## src/rtl/uart_irq_pkg.sv

```systemverilog
package uart_irq_pkg;
  localparam int NUM_SRC = 5;
  localparam int BIT_RXLVL = 0;
  localparam int BIT_TXLVL = 1;
  localparam int BIT_RXTO  = 2;
  localparam int BIT_FRAME = 3;
  localparam int BIT_PAR   = 4;

  // strobes from timeout control to the status datapath
  typedef struct packed {
    logic toFire;    // idle window expired this cycle
    logic drained;   // receive FIFO currently empty
  } ctlStrobes_t;
endpackage

```

## src/rtl/uart_irq_ctl.sv

```systemverilog
module uart_irq_ctl
  import uart_irq_pkg::*;
#(
  parameter int IDLE_LIMIT = 32
) (
  input  logic        clk,
  input  logic        rst_n,
  input  logic        bitTick,
  input  logic        rxCharStrobe,
  input  logic        rxFifoEmpty,
  output ctlStrobes_t strobes
);
  localparam int CNT_W = $clog2(IDLE_LIMIT + 1);
  localparam logic [CNT_W-1:0] LAST = CNT_W'(IDLE_LIMIT - 1);

  logic [CNT_W-1:0] idleCnt;
  logic             fired;
  logic             countEn;
  logic             atLast;

  // count only when data waits, no new char, one bit period elapsed, not yet fired
  assign countEn = !rxFifoEmpty && !rxCharStrobe && bitTick && !fired;
  assign atLast  = (idleCnt == LAST);

  always_ff @(posedge clk) begin
    if (!rst_n) begin
      idleCnt <= '0;
      fired   <= 1'b0;
    end else if (rxFifoEmpty || rxCharStrobe) begin
      idleCnt <= '0;
      fired   <= 1'b0;
    end else if (countEn) begin
      if (atLast) begin
        idleCnt <= '0;
        fired   <= 1'b1;
      end else begin
        idleCnt <= idleCnt + 1'b1;
      end
    end
  end

  always_comb begin
    strobes.toFire  = countEn && atLast;
    strobes.drained = rxFifoEmpty;
  end
endmodule

```

## src/rtl/uart_irq_dp.sv

```systemverilog
module uart_irq_dp
  import uart_irq_pkg::*;
(
  input  logic               clk,
  input  logic               rst_n,
  input  ctlStrobes_t        strobes,
  input  logic               rxLevelEvt,
  input  logic               txLevelEvt,
  input  logic               framingErrEvt,
  input  logic               parityErrEvt,
  input  logic               regWrEn,
  input  logic               regSel,
  input  logic [NUM_SRC-1:0] regWrData,
  output logic [NUM_SRC-1:0] rawStatus,
  output logic [NUM_SRC-1:0] maskReg,
  output logic [NUM_SRC-1:0] maskedStatus,
  output logic               irqOut
);
  logic [NUM_SRC-1:0] setVec;
  logic [NUM_SRC-1:0] clrVec;
  logic [NUM_SRC-1:0] rawNext;

  always_comb begin
    setVec            = '0;
    setVec[BIT_RXLVL] = rxLevelEvt;
    setVec[BIT_TXLVL] = txLevelEvt;
    setVec[BIT_RXTO]  = strobes.toFire;
    setVec[BIT_FRAME] = framingErrEvt;
    setVec[BIT_PAR]   = parityErrEvt;

    clrVec = (regWrEn && regSel) ? regWrData : '0;
    clrVec[BIT_RXTO] = clrVec[BIT_RXTO] | strobes.drained;
  end

  // set beats clear so a coincident event is kept
  genvar i;
  generate
    for (i = 0; i < NUM_SRC; i++) begin : g_bit
      assign rawNext[i] = setVec[i] | (rawStatus[i] & ~clrVec[i]);
    end
  endgenerate

  always_ff @(posedge clk) begin
    if (!rst_n) begin
      rawStatus <= '0;
      maskReg   <= '0;
    end else begin
      rawStatus <= rawNext;
      if (regWrEn && !regSel) maskReg <= regWrData;
    end
  end

  assign maskedStatus = rawStatus & maskReg;
  assign irqOut       = |maskedStatus;
endmodule

```

## src/rtl/uart_irq_ctrl.sv

```systemverilog
module uart_irq_ctrl
  import uart_irq_pkg::*;
#(
  parameter int IDLE_LIMIT = 32
) (
  input  logic       clk,
  input  logic       rst_n,
  input  logic       bitTick,
  input  logic       rxCharStrobe,
  input  logic       rxFifoEmpty,
  input  logic       rxLevelEvt,
  input  logic       txLevelEvt,
  input  logic       framingErrEvt,
  input  logic       parityErrEvt,
  input  logic       regWrEn,
  input  logic       regSel,
  input  logic [4:0] regWrData,
  output logic [4:0] rawStatus,
  output logic [4:0] maskReg,
  output logic [4:0] maskedStatus,
  output logic       irqOut
);
  ctlStrobes_t strobes;

  uart_irq_ctl #(.IDLE_LIMIT(IDLE_LIMIT)) u_ctl (
    .clk(clk), .rst_n(rst_n), .bitTick(bitTick),
    .rxCharStrobe(rxCharStrobe), .rxFifoEmpty(rxFifoEmpty),
    .strobes(strobes)
  );

  uart_irq_dp u_dp (
    .clk(clk), .rst_n(rst_n), .strobes(strobes),
    .rxLevelEvt(rxLevelEvt), .txLevelEvt(txLevelEvt),
    .framingErrEvt(framingErrEvt), .parityErrEvt(parityErrEvt),
    .regWrEn(regWrEn), .regSel(regSel), .regWrData(regWrData),
    .rawStatus(rawStatus), .maskReg(maskReg),
    .maskedStatus(maskedStatus), .irqOut(irqOut)
  );
endmodule

```

## config.mk

```make
export PLATFORM = sky130hd
export DESIGN_NAME = uart_irq_ctrl
export DESIGN_NICKNAME = d
export VERILOG_FILES = /design/src/rtl/uart_irq_pkg.sv /design/src/rtl/uart_irq_ctl.sv /design/src/rtl/uart_irq_dp.sv /design/src/rtl/uart_irq_ctrl.sv
export SDC_FILE = /design/constraint.sdc
export NUM_CORES = 1
export LEC_CHECK = 0
export ABC_CLOCK_PERIOD_IN_PS = 4100
export BUFFER_PORTS_ARGS = -buffer_cell sky130_fd_sc_hd__buf_4
export CORE_UTILIZATION = 49
export CTS_CLUSTER_DIAMETER = 100
export CTS_CLUSTER_SIZE = 8
export DETAILED_ROUTE_END_ITERATION = 8
export GPL_ROUTABILITY_DRIVEN = 0
export PLACE_DENSITY_LB_ADDON = 0.08
export SLEW_MARGIN = 10
export SYNTH_ARGS = -nofsm -noshare
export SYNTH_HDL_FRONTEND = slang
export SYNTH_SLANG_ARGS = --single-unit
```

## constraint.sdc

```tcl
create_clock -name clk -period 4.1 [get_ports clk]
set_clock_uncertainty 0.1 [all_clocks]
set_input_delay 0.41 -clock clk [delete_from_list [all_inputs] [get_ports clk]]
set_output_delay 0.41 -clock clk [all_outputs]
set_load 0.01 [all_outputs]
```

==> flow_metrics.env <==
export IMPL_status="finished clean"
export IMPL_ys_warnings_count=0
export IMPL_ir_drop_v=0.000247
export IMPL_cts_root_buffer="clkbuf_4"
export IMPL_synth_seq_cells=17
export IMPL_cts_buffers=3
export IMPL_hold_violations=0
export IMPL_drt_initial_drc_count=15
export IMPL_setup_viol=0
export IMPL_drcViolationCount=0
export IMPL_die_y_um=41.8
export IMPL_worstPathArrival_ns=1.65
export IMPL_cts_tree="yes"
export IMPL_worst_skew_pair_late_latency_ns=0.29
export IMPL_wire_per_inst_um=14.2
export IMPL_cts_sink_count=17
export IMPL_via_count=756
export IMPL_stdcell_count=134
export IMPL_io_pins=32
export IMPL_end_kind="output pin"
export IMPL_track_usage_pct=22.9
export IMPL_htreeDepth=1
export IMPL_worst_slew_pin_slew_ns=0.574
export IMPL_grt_max_degree=13
export IMPL_synth_net_count=104
export IMPL_max_slew_margin_rel_pct=61.7
export IMPL_fin_setup_tns_ns=0
export IMPL_yosys_area_top_type="dfxtp_1"
export IMPL_period_minus_slack_ns=2.16
export IMPL_die_w_um=41.8
export IMPL_holdCritPathClass="primary input to register"
export IMPL_grt_pass1_wl_um=3080
export IMPL_drt_wl_total_um=1900
export IMPL_synth_compound_area_share_pct=12.6
export IMPL_drive_gt1_share_pct=30.3
export IMPL_path_class="register to output pin"
export IMPL_clkPwrFrac_pct=29.0
export IMPL_area_growth_synth_to_final_pct=34.4
export IMPL_rows=13
export IMPL_p_leak_nw=0.431
export IMPL_synth_top_area_share_pct=43.9
export IMPL_power_w=0.000311
export IMPL_grt_overflow=0
export IMPL_num_fill_cells=114
export IMPL_combPwrFrac_pct=15.0
export IMPL_path_clk_slew_ns=0.10
export IMPL_setup_slack_ns=1.94
export IMPL_sw_frac_of_total_pct=25.2
export IMPL_seq_area_frac_synth_pct=43.9
export IMPL_post_place_cells=130
export IMPL_port_buffer_count=31
export IMPL_die_area_um2=1750
export IMPL_cp_start_kind="register"
export IMPL_avgSynthCellArea_um2=8.92
export IMPL_dp_hpwl_um=1520
export IMPL_synth_top_family_by_area="simple AND/OR/NAND/NOR gates"
export IMPL_grt_pass1_vias=700
export IMPL_drtPass1Iterations=4
export IMPL_cts_resized=0
export IMPL_avgViaCountPerCell=5.64
export IMPL_dp_slack_ns=2.12
export IMPL_synth_cell_types=29
export IMPL_synth_xor_area_share_pct=1.13
export IMPL_synthesis_area_um2=776
export IMPL_crit_path_max_fanout=3
export IMPL_intPower_w=0.000233
export IMPL_antenna_cells=0
export IMPL_ant_nets=0
export IMPL_slew_violations=0
export IMPL_pwr_share_seq_pct=56.0
export IMPL_core_um2=1380
export IMPL_power_switching_w=0.0000784
export IMPL_post_cts_setup_buffers=0
export IMPL_muxShareOfSynthArea_pct=6.45
export IMPL_maxCapViolations=0
export IMPL_yosys_area_share_simple_pct=31.8
export IMPL_synth_area_leaders="dfxtp_1 44%, nor2b_1 8.1%, mux2i_1 6.5%, nand3_1 4.5%, and2_1 4.0%"
export IMPL_syn_inst=87
export IMPL_ctsHoldBuffers=0
export IMPL_start_util_pct=56.1
export IMPL_cts_buffer_depth=2
export IMPL_rsz0062_at_grt="no"
export IMPL_critPathRequiredTime_ns=3.59
export IMPL_layout_nets=137
export IMPL_design_area_um2=1040
export IMPL_antenna_found_initial=0
export IMPL_place_area_um2=1010
export IMPL_period_share_pct=52.6
export IMPL_synth_fa_ha_area_share_pct=1.61
export IMPL_p_per_area_nw_per_um2=299
export IMPL_fmax_mhz=464
## cell type report
class | instances | area [um2] | share of cell area (%)
sequential | 17 | 340 | 32.7
clock buffer | 3 | 22.5 | 2.16
timing repair buffer | 31 | 233 | 22.3
tap | 15 | 18.8 | 1.80
clock inverter | 1 | 5.00 | 0.480
multi-input combinational | 65 | 415 | 39.9
inverter | 2 | 7.51 | 0.720
## synthesized netlist by cell type, drive strengths merged
cell and instances:
a21oi 6, a311oi 1, a31oi 1, and2 5
clkbuf 3, dfxtp 17, ha 1, inv 2
mux2i 5, nand2 5, nand2b 1, nand3 7
nand3b 1, nor2 4, nor2b 10, nor3 2
nor3b 2, nor4b 1, o211ai 2, o21a 2
o21ai 1, o311ai 1, o41ai 1, or2 1
or3 2, or4 1, or4b 1, xor2 1
## cells by family (layout without fill, tap and decap cells)
family | after synthesis | count (layout)
AND/OR/NAND/NOR | 43 | 43
flip-flops | 17 | 17
AO/OA/AOI/OAI | 15 | 15
multiplexers | 5 | 5
buffers and inverters | 5 | 37
adder cells (fa/ha/maj) | 1 | 1
XOR/XNOR | 1 | 1
## stage by stage
stage | hold slack, ns | util [%]
floorplan | 0.358 | -
global placement | 0.378 | 73.4
detailed placement | 0.390 | 73.4
CTS | 0.247 | 75.4
global route | 0.235 | 75.4
finish | 0.241 | 75.4
## cells in the final DEF, fill, tap and decap left out, drive strengths merged
cell type / instances
clkinv: 1
nor2b: 10
o211ai: 2
inv: 2
o21ai: 1
a31oi: 1
a311oi: 1
or3: 2
dfxtp: 17
nor3b: 2
or2: 1
or4: 1
o41ai: 1
nor3: 2
mux2i: 5
or4b: 1
nand2: 5
o311ai: 1
xor2: 1
nor2: 4
a21oi: 6
o21a: 2
ha: 1
nand2b: 1
nor4b: 1
nand3b: 1
buf: 31
clkbuf: 3
nand3: 7
and2: 5
## worst max-delay path, stage by stage, from the launching register on
cell and delay [ns]:
dfxtp_1 0.34, and2_1 0.17, or2_2 0.29, or4_1 0.40, buf_4 0.16
## flip-flops by register name (all words and copies together) (netlist names)
signal and flops:
u_ctl.fired 1, u_ctl.idleCnt 6, u_dp.maskReg 5, u_dp.rawStatus 5
## layer usage
metal,GRT usage (%),wire (um),share of wire [%],up-vias
li1,-,-,-,372
met1,28.4,775,41,355
met4,5.81,14,0.74,0
met2,38.4,1000,53,26
met3,6.96,109,5.7,3
met5,0,0,0,-
## power by group through the flow
| stage | logic [W] | clock network (W) | registers, W |
|---|---|---|---|
| floorplan | 0.0000169 | 0 | 0.000180 |
| global placement | 0.0000451 | 0 | 0.000178 |
| detailed placement | 0.0000467 | 0 | 0.000178 |
| CTS | 0.0000469 | 0.0000911 | 0.000174 |
| global route | 0.0000502 | 0.000102 | 0.000175 |
| finish | 0.0000466 | 0.0000902 | 0.000174 |
## worst paths after layout
check	from	to	cells after the start	slack, ns
max	u_dp.rawStatus[4]	irqOut	4	1.94
min	rxLevelEvt	u_dp.rawStatus[0]	3	0.24
max reg2reg	u_ctl.fired	u_ctl.idleCnt[5]	3	2.26
min reg2reg	u_ctl.idleCnt[4]	u_ctl.idleCnt[4]	2	0.40
Power figures use the tool's default switching activity.
